==> config.mk <==
export PLATFORM = sky130hd
export DESIGN_NAME = interval_timer
export DESIGN_NICKNAME = d
export VERILOG_FILES = /design/src/rtl/timer_pkg.sv /design/src/rtl/timer_ctrl.sv /design/src/rtl/timer_prescaler.sv /design/src/rtl/timer_counter.sv /design/src/rtl/timer_regs.sv /design/src/rtl/interval_timer.sv
export SDC_FILE = /design/constraint.sdc
export NUM_CORES = 1
export LEC_CHECK = 0
export ABC_CLOCK_PERIOD_IN_PS = 3200
export BUFFER_PORTS_ARGS = -buffer_cell sky130_fd_sc_hd__buf_4
export CORE_MARGIN = 5
export CORE_UTILIZATION = 45
export CTS_CLUSTER_DIAMETER = 40
export DETAILED_ROUTE_END_ITERATION = 7
export GPL_TIMING_DRIVEN = 0
export SYNTH_ARGS = -nofsm -noshare
export SYNTH_HDL_FRONTEND = slang
export SYNTH_HIERARCHICAL = 1
export SYNTH_SLANG_ARGS = --single-unit
==> constraint.sdc <==
create_clock -name clk -period 3.2 [get_ports clk]
set_input_delay 0.16 -clock clk [delete_from_list [all_inputs] [get_ports clk]]
set_output_delay 0.16 -clock clk [all_outputs]
set_load 0.05 [all_outputs]
==> src/rtl/timer_pkg.sv <==
package timer_pkg;

    typedef enum logic [1:0] {
        SEL_COUNT  = 2'd0,
        SEL_PERIOD = 2'd1,
        SEL_SCALE  = 2'd2,
        SEL_CTRL   = 2'd3
    } reg_sel_e;

    typedef enum logic {
        ST_STOP = 1'b0,
        ST_RUN  = 1'b1
    } run_state_e;

endpackage

==> src/rtl/timer_ctrl.sv <==
module timer_ctrl
    import timer_pkg::*;
(
    input  logic clk,
    input  logic rst_n,
    input  logic ctrl_wr,
    input  logic ctrl_bit,
    output logic run
);

    run_state_e state_q, state_d;

    always_ff @(posedge clk or negedge rst_n) begin
        if (!rst_n) state_q <= ST_STOP;
        else        state_q <= state_d;
    end

    always_comb begin
        state_d = state_q;
        unique case (state_q)
            ST_STOP: if (ctrl_wr && ctrl_bit)  state_d = ST_RUN;   // GO
            ST_RUN:  if (ctrl_wr && !ctrl_bit) state_d = ST_STOP;  // HALT
            default: state_d = ST_STOP;
        endcase
    end

    always_comb begin
        unique case (state_q)
            ST_RUN:  run = 1'b1;
            default: run = 1'b0;
        endcase
    end

endmodule

==> src/rtl/timer_prescaler.sv <==
module timer_prescaler #(
    parameter int SCL_W = 8
) (
    input  logic             clk,
    input  logic             rst_n,
    input  logic             run,
    input  logic             restart,
    input  logic [SCL_W-1:0] restart_val,
    input  logic [SCL_W-1:0] scale,
    output logic             tick
);

    logic [SCL_W-1:0] pre_q;

    assign tick = run && (pre_q == '0);

    always_ff @(posedge clk or negedge rst_n) begin
        if (!rst_n) begin
            pre_q <= '0;
        end else if (restart) begin
            pre_q <= restart_val;
        end else if (run) begin
            if (pre_q == '0) pre_q <= scale;
            else             pre_q <= pre_q - SCL_W'(1);
        end
    end

endmodule

==> src/rtl/timer_counter.sv <==
module timer_counter #(
    parameter int CNT_W = 16
) (
    input  logic             clk,
    input  logic             rst_n,
    input  logic             tick,
    input  logic             load_en,
    input  logic [CNT_W-1:0] load_val,
    input  logic [CNT_W-1:0] period,
    output logic [CNT_W-1:0] count,
    output logic             irq
);

    logic at_zero;
    assign at_zero = (count == '0);

    always_ff @(posedge clk or negedge rst_n) begin
        if (!rst_n) begin
            count <= '0;
            irq   <= 1'b0;
        end else begin
            irq <= tick && at_zero && !load_en;
            if (load_en)      count <= load_val;
            else if (tick) begin
                if (at_zero)  count <= period;
                else          count <= count - CNT_W'(1);
            end
        end
    end

endmodule

==> src/rtl/timer_regs.sv <==
module timer_regs
    import timer_pkg::*;
#(
    parameter int CNT_W = 16,
    parameter int SCL_W = 8
) (
    input  logic             clk,
    input  logic             rst_n,
    input  logic             reg_wr,
    input  logic [1:0]       reg_addr,
    input  logic [CNT_W-1:0] reg_wdata,
    input  logic [CNT_W-1:0] count,
    input  logic             run,
    output logic [CNT_W-1:0] reg_rdata,
    output logic [CNT_W-1:0] period,
    output logic [SCL_W-1:0] scale,
    output logic             wr_count,
    output logic             wr_scale,
    output logic             wr_ctrl
);

    reg_sel_e sel;
    assign sel      = reg_sel_e'(reg_addr);
    assign wr_count = reg_wr && (sel == SEL_COUNT);
    assign wr_scale = reg_wr && (sel == SEL_SCALE);
    assign wr_ctrl  = reg_wr && (sel == SEL_CTRL);

    always_ff @(posedge clk or negedge rst_n) begin
        if (!rst_n) begin
            period <= '0;
            scale  <= '0;
        end else begin
            if (reg_wr && sel == SEL_PERIOD) period <= reg_wdata;
            if (wr_scale)                     scale  <= reg_wdata[SCL_W-1:0];
        end
    end

    always_comb begin
        unique case (sel)
            SEL_COUNT:  reg_rdata = count;
            SEL_PERIOD: reg_rdata = period;
            SEL_SCALE:  reg_rdata = CNT_W'(scale);
            SEL_CTRL:   reg_rdata = CNT_W'(run);
            default:    reg_rdata = '0;
        endcase
    end

endmodule

==> src/rtl/interval_timer.sv <==
module interval_timer #(
    parameter int CNT_W = 16,
    parameter int SCL_W = 8
) (
    input  logic             clk,
    input  logic             rst_n,
    input  logic             reg_wr,
    input  logic [1:0]       reg_addr,
    input  logic [CNT_W-1:0] reg_wdata,
    output logic [CNT_W-1:0] reg_rdata,
    output logic             irq
);

    logic             run, tick;
    logic             wr_count, wr_scale, wr_ctrl;
    logic [CNT_W-1:0] period, count;
    logic [SCL_W-1:0] scale;

    timer_regs #(.CNT_W(CNT_W), .SCL_W(SCL_W)) u_regs (
        .clk(clk), .rst_n(rst_n), .reg_wr(reg_wr), .reg_addr(reg_addr),
        .reg_wdata(reg_wdata), .count(count), .run(run),
        .reg_rdata(reg_rdata), .period(period), .scale(scale),
        .wr_count(wr_count), .wr_scale(wr_scale), .wr_ctrl(wr_ctrl)
    );

    timer_ctrl u_ctrl (
        .clk(clk), .rst_n(rst_n), .ctrl_wr(wr_ctrl),
        .ctrl_bit(reg_wdata[0]), .run(run)
    );

    timer_prescaler #(.SCL_W(SCL_W)) u_pre (
        .clk(clk), .rst_n(rst_n), .run(run), .restart(wr_scale),
        .restart_val(reg_wdata[SCL_W-1:0]), .scale(scale), .tick(tick)
    );

    timer_counter #(.CNT_W(CNT_W)) u_cnt (
        .clk(clk), .rst_n(rst_n), .tick(tick), .load_en(wr_count),
        .load_val(reg_wdata), .period(period), .count(count), .irq(irq)
    );

endmodule

==> results.sh <==
export IMPL_grt_max_degree=51
export IMPL_drt_initial_drc_count=161
export IMPL_path_clk_slew_ns=0.10
export IMPL_arrival_ns=3.24
export IMPL_min_path_cells=3
export IMPL_syn_area_sq_mm=0.00327
export IMPL_power_leakage_uw=0.00161
export IMPL_worstSetupPathType="reg -> reg"
export IMPL_worstSetupEndpointType="flop"
export IMPL_clock_sinks=50
export IMPL_drt_vias_per_instance=5.90
export IMPL_wl_per_cell_um=18.9
export IMPL_maxSlewViolCount=0
export IMPL_fin_nets=392
export IMPL_cts_tree="done"
export IMPL_cts_buffers=5
export IMPL_final_common_cell="dfrtp_1"
export IMPL_r2r_start="u_pre/pre_q[4]$_DFFE_PN0P_"
export IMPL_first_pass_iters=4
export IMPL_finalHoldViolations=0
export IMPL_grt_overflow=0
export IMPL_synthArstFlopShare_pct=100
export IMPL_critPathLaunchType="flop"
export IMPL_synth_fp_nets=347
export IMPL_synth_edf_count=0
export IMPL_antenna_found_initial=0
export IMPL_synth_seq_area_share_pct=38.2
export IMPL_grt_setup_unrepaired="false"
export IMPL_r2r_setup_slack_ns=0.16
export IMPL_stdcell_count=467
export IMPL_critPathLaunch="u_pre/pre_q[4]$_DFFE_PN0P_"
export IMPL_diodes=0
export IMPL_grt_pass1_vias=2711
export IMPL_place_gp_congestion=0.839
export IMPL_finalClockSkew_ns=0.00622
export IMPL_dieArea_sq_mm=0.00908
export IMPL_drc_errors=0
export IMPL_final_cell_mix="dfrtp_1 (50), buf_4 (39), mux2_2 (26), nor2_1 (21), mux2i_1 (21)"
export IMPL_reg2reg_to="u_cnt/count[13]$_DFFE_PN0P_"
export IMPL_utilization_pct=52.9
export IMPL_ioPinCount=38
export IMPL_syn_inst=322
export IMPL_period_share_pct=95.0
export IMPL_htreeDepth=2
export IMPL_max_freq_mhz=329
export IMPL_routed_wl_mm=8.83
export IMPL_worstPathMaxFanout=9
export IMPL_yosys_warnings=6
export IMPL_required_ns=3.40
export IMPL_num_fill_cells=703
export IMPL_vias=2753
export IMPL_die_y_um=95.3
export IMPL_dp_cells=458
export IMPL_setup_viol=0
export IMPL_syn_area_per_cell_sq_um=10.2
export IMPL_start_util_pct=45.6
export IMPL_cts_buffer_depth=2
export IMPL_r2r_cells=7
export IMPL_cap_violations=0
export IMPL_power_per_cell_area_mw_per_mm2=712
export IMPL_synth_cell_type_count=64
export IMPL_slew_headroom_pct=52.2
export IMPL_ir_drop_uv=247
export IMPL_worstSkewPairLatency_ns=0.31
export IMPL_ff_latch_area_sq_mm=0.00125
export IMPL_area_growth_syn_to_layout_pct=16.1
export IMPL_period_needed_ns=3.04
export IMPL_outcome="finished, final reports clean"
export IMPL_port_buffers=37
export IMPL_grtUsageTotal_pct=20.4
export IMPL_hp_class="in -> reg"
export IMPL_grt_pass1_wl_mm=14.2
export IMPL_cts_root_buf="clkbuf_8"
export IMPL_holdPathEnd="u_cnt/count[11]$_DFFE_PN0P_"
export IMPL_dpl_hpwl_mm=6.25
export IMPL_synthFlopType="dfrtp_1"
export IMPL_worst_pin_slew_ns=0.717
export IMPL_drive_gt1_share_pct=28.0
export IMPL_multiInputGateArea_sq_mm=0.00183
export IMPL_postRouteAntennaNets=0
export IMPL_ys_ff_latch=50
export IMPL_rows=31
export IMPL_die_x_um=95.3
export IMPL_coreArea_sq_mm=0.00718
export IMPL_setup_tns_ns=0
export IMPL_power_uw=2700
export IMPL_hp_start="reg_wdata[11]"
-- how the worst max path moves through the flow --
stage / to / cells after the start
after floorplan: u_cnt/count[13]$_DFFE_PN0P_ / 9
after global placement: u_cnt/count[13]$_DFFE_PN0P_ / 9
after detailed placement: u_cnt/count[13]$_DFFE_PN0P_ / 9
after CTS: u_cnt/count[13]$_DFFE_PN0P_ / 9
after global routing: u_cnt/count[13]$_DFFE_PN0P_ / 7
final: u_cnt/count[13]$_DFFE_PN0P_ / 7
-- per-layer routing --
metal | global-route usage (%) | part of all wire (%) | vias up
met3 | 3.47 | 6.2 | 6
li1 | - | - | 1305
met4 | 4.93 | 0.95 | 0
met1 | 30.1 | 48 | 1361
met2 | 31.0 | 44 | 81
met5 | 0 | 0 | -
-- power breakdown --
part / total, uW / switching [uW] / internal, uW
Combinational: 1240 / 683 / 556
Sequential: 1010 / 213 / 801
Clock: 453 / 222 / 231
Total: 2700 / 1120 / 1590
-- critical path, stage by stage (launching register included) --
cell	delay, ns
dfrtp_1	0.45
nor4_4	0.55
and3_2	0.27
clkbuf_1	0.32
or4b_2	0.62
o41ai_1	0.32
nand3_1	0.17
a22o_1	0.23
-- sequential cells by signal, summed over array words and instances, names as in the netlist, named ones only --
register and flops:
u_pre/pre_q 8, u_cnt/irq 1, u_regs/period 16, u_cnt/count 16
u_regs/scale 8
-- stage by stage --
| stage | hold slack (ns) | instance area (sq um) | setup WS [ns] |
|---|---|---|---|
| after floorplan | -0.136 | 3270 | 0.546 |
| after global placement | 0.240 | 3670 | 0.133 |
| after detailed placement | 0.240 | 3670 | 0.0984 |
| after CTS | 0.0725 | 3790 | 0.0667 |
| after global routing | 0.0770 | 3800 | 0.00103 |
| final | 0.0778 | 3800 | 0.161 |
-- what timing repair did --
item | CTS | global route
setup buffers | 0 | 0
hold endpoints to repair | 50 | 0
gates resized for setup | 0 | 1
hold buffers | 1 | 0
endpoints found under the setup margin | 0 | 2
-- synth_stat cells (3+ instances only) --
library cell | instances | area share [%]
inv_1 | 11 | 1.3
nor2_1 | 21 | 2.4
nand2b_1 | 4 | 0.76
mux2i_1 | 21 | 6.4
a2bb2oi_1 | 3 | 0.80
xor2_1 | 5 | 1.3
clkbuf_1 | 11 | 1.3
nor4_1 | 4 | 0.76
o2bb2ai_1 | 7 | 1.9
nand2_1 | 15 | 1.7
dfrtp_1 | 50 | 38
buf_1 | 3 | 0.34
or3_1 | 3 | 0.57
nor3_1 | 8 | 1.2
nor3b_1 | 11 | 2.5
nand3_1 | 3 | 0.46
o21ai_0 | 9 | 1.4
o21ai_1 | 8 | 1.2
a21oi_1 | 19 | 2.9
o41ai_1 | 3 | 0.80
o221ai_1 | 3 | 0.80
buf_6 | 7 | 2.4
ha_1 | 4 | 1.5
nor2b_1 | 5 | 0.96
a31oi_1 | 5 | 0.96
mux2_2 | 26 | 8.9
-- area by class of cell --
type	instances	area share, %
Buffer	24	3.99
Timing Repair Buffer	38	7.58
Clock buffer	5	1.81
Multi-Input combinational cell	237	48.3
Sequential cell	50	32.9
Tap cell	99	3.26
Inverter	11	1.09
Clock inverter	3	1.05
-- cells by family after synthesis --
group	share of synthesized area [%]
compound gates	17.7
xor+xnor	1.87
fa+ha+maj	1.53
buf+inv	5.89
flops	38.2
mux	16.5
simple gates	18.2
Power figures use the tool's default switching activity.
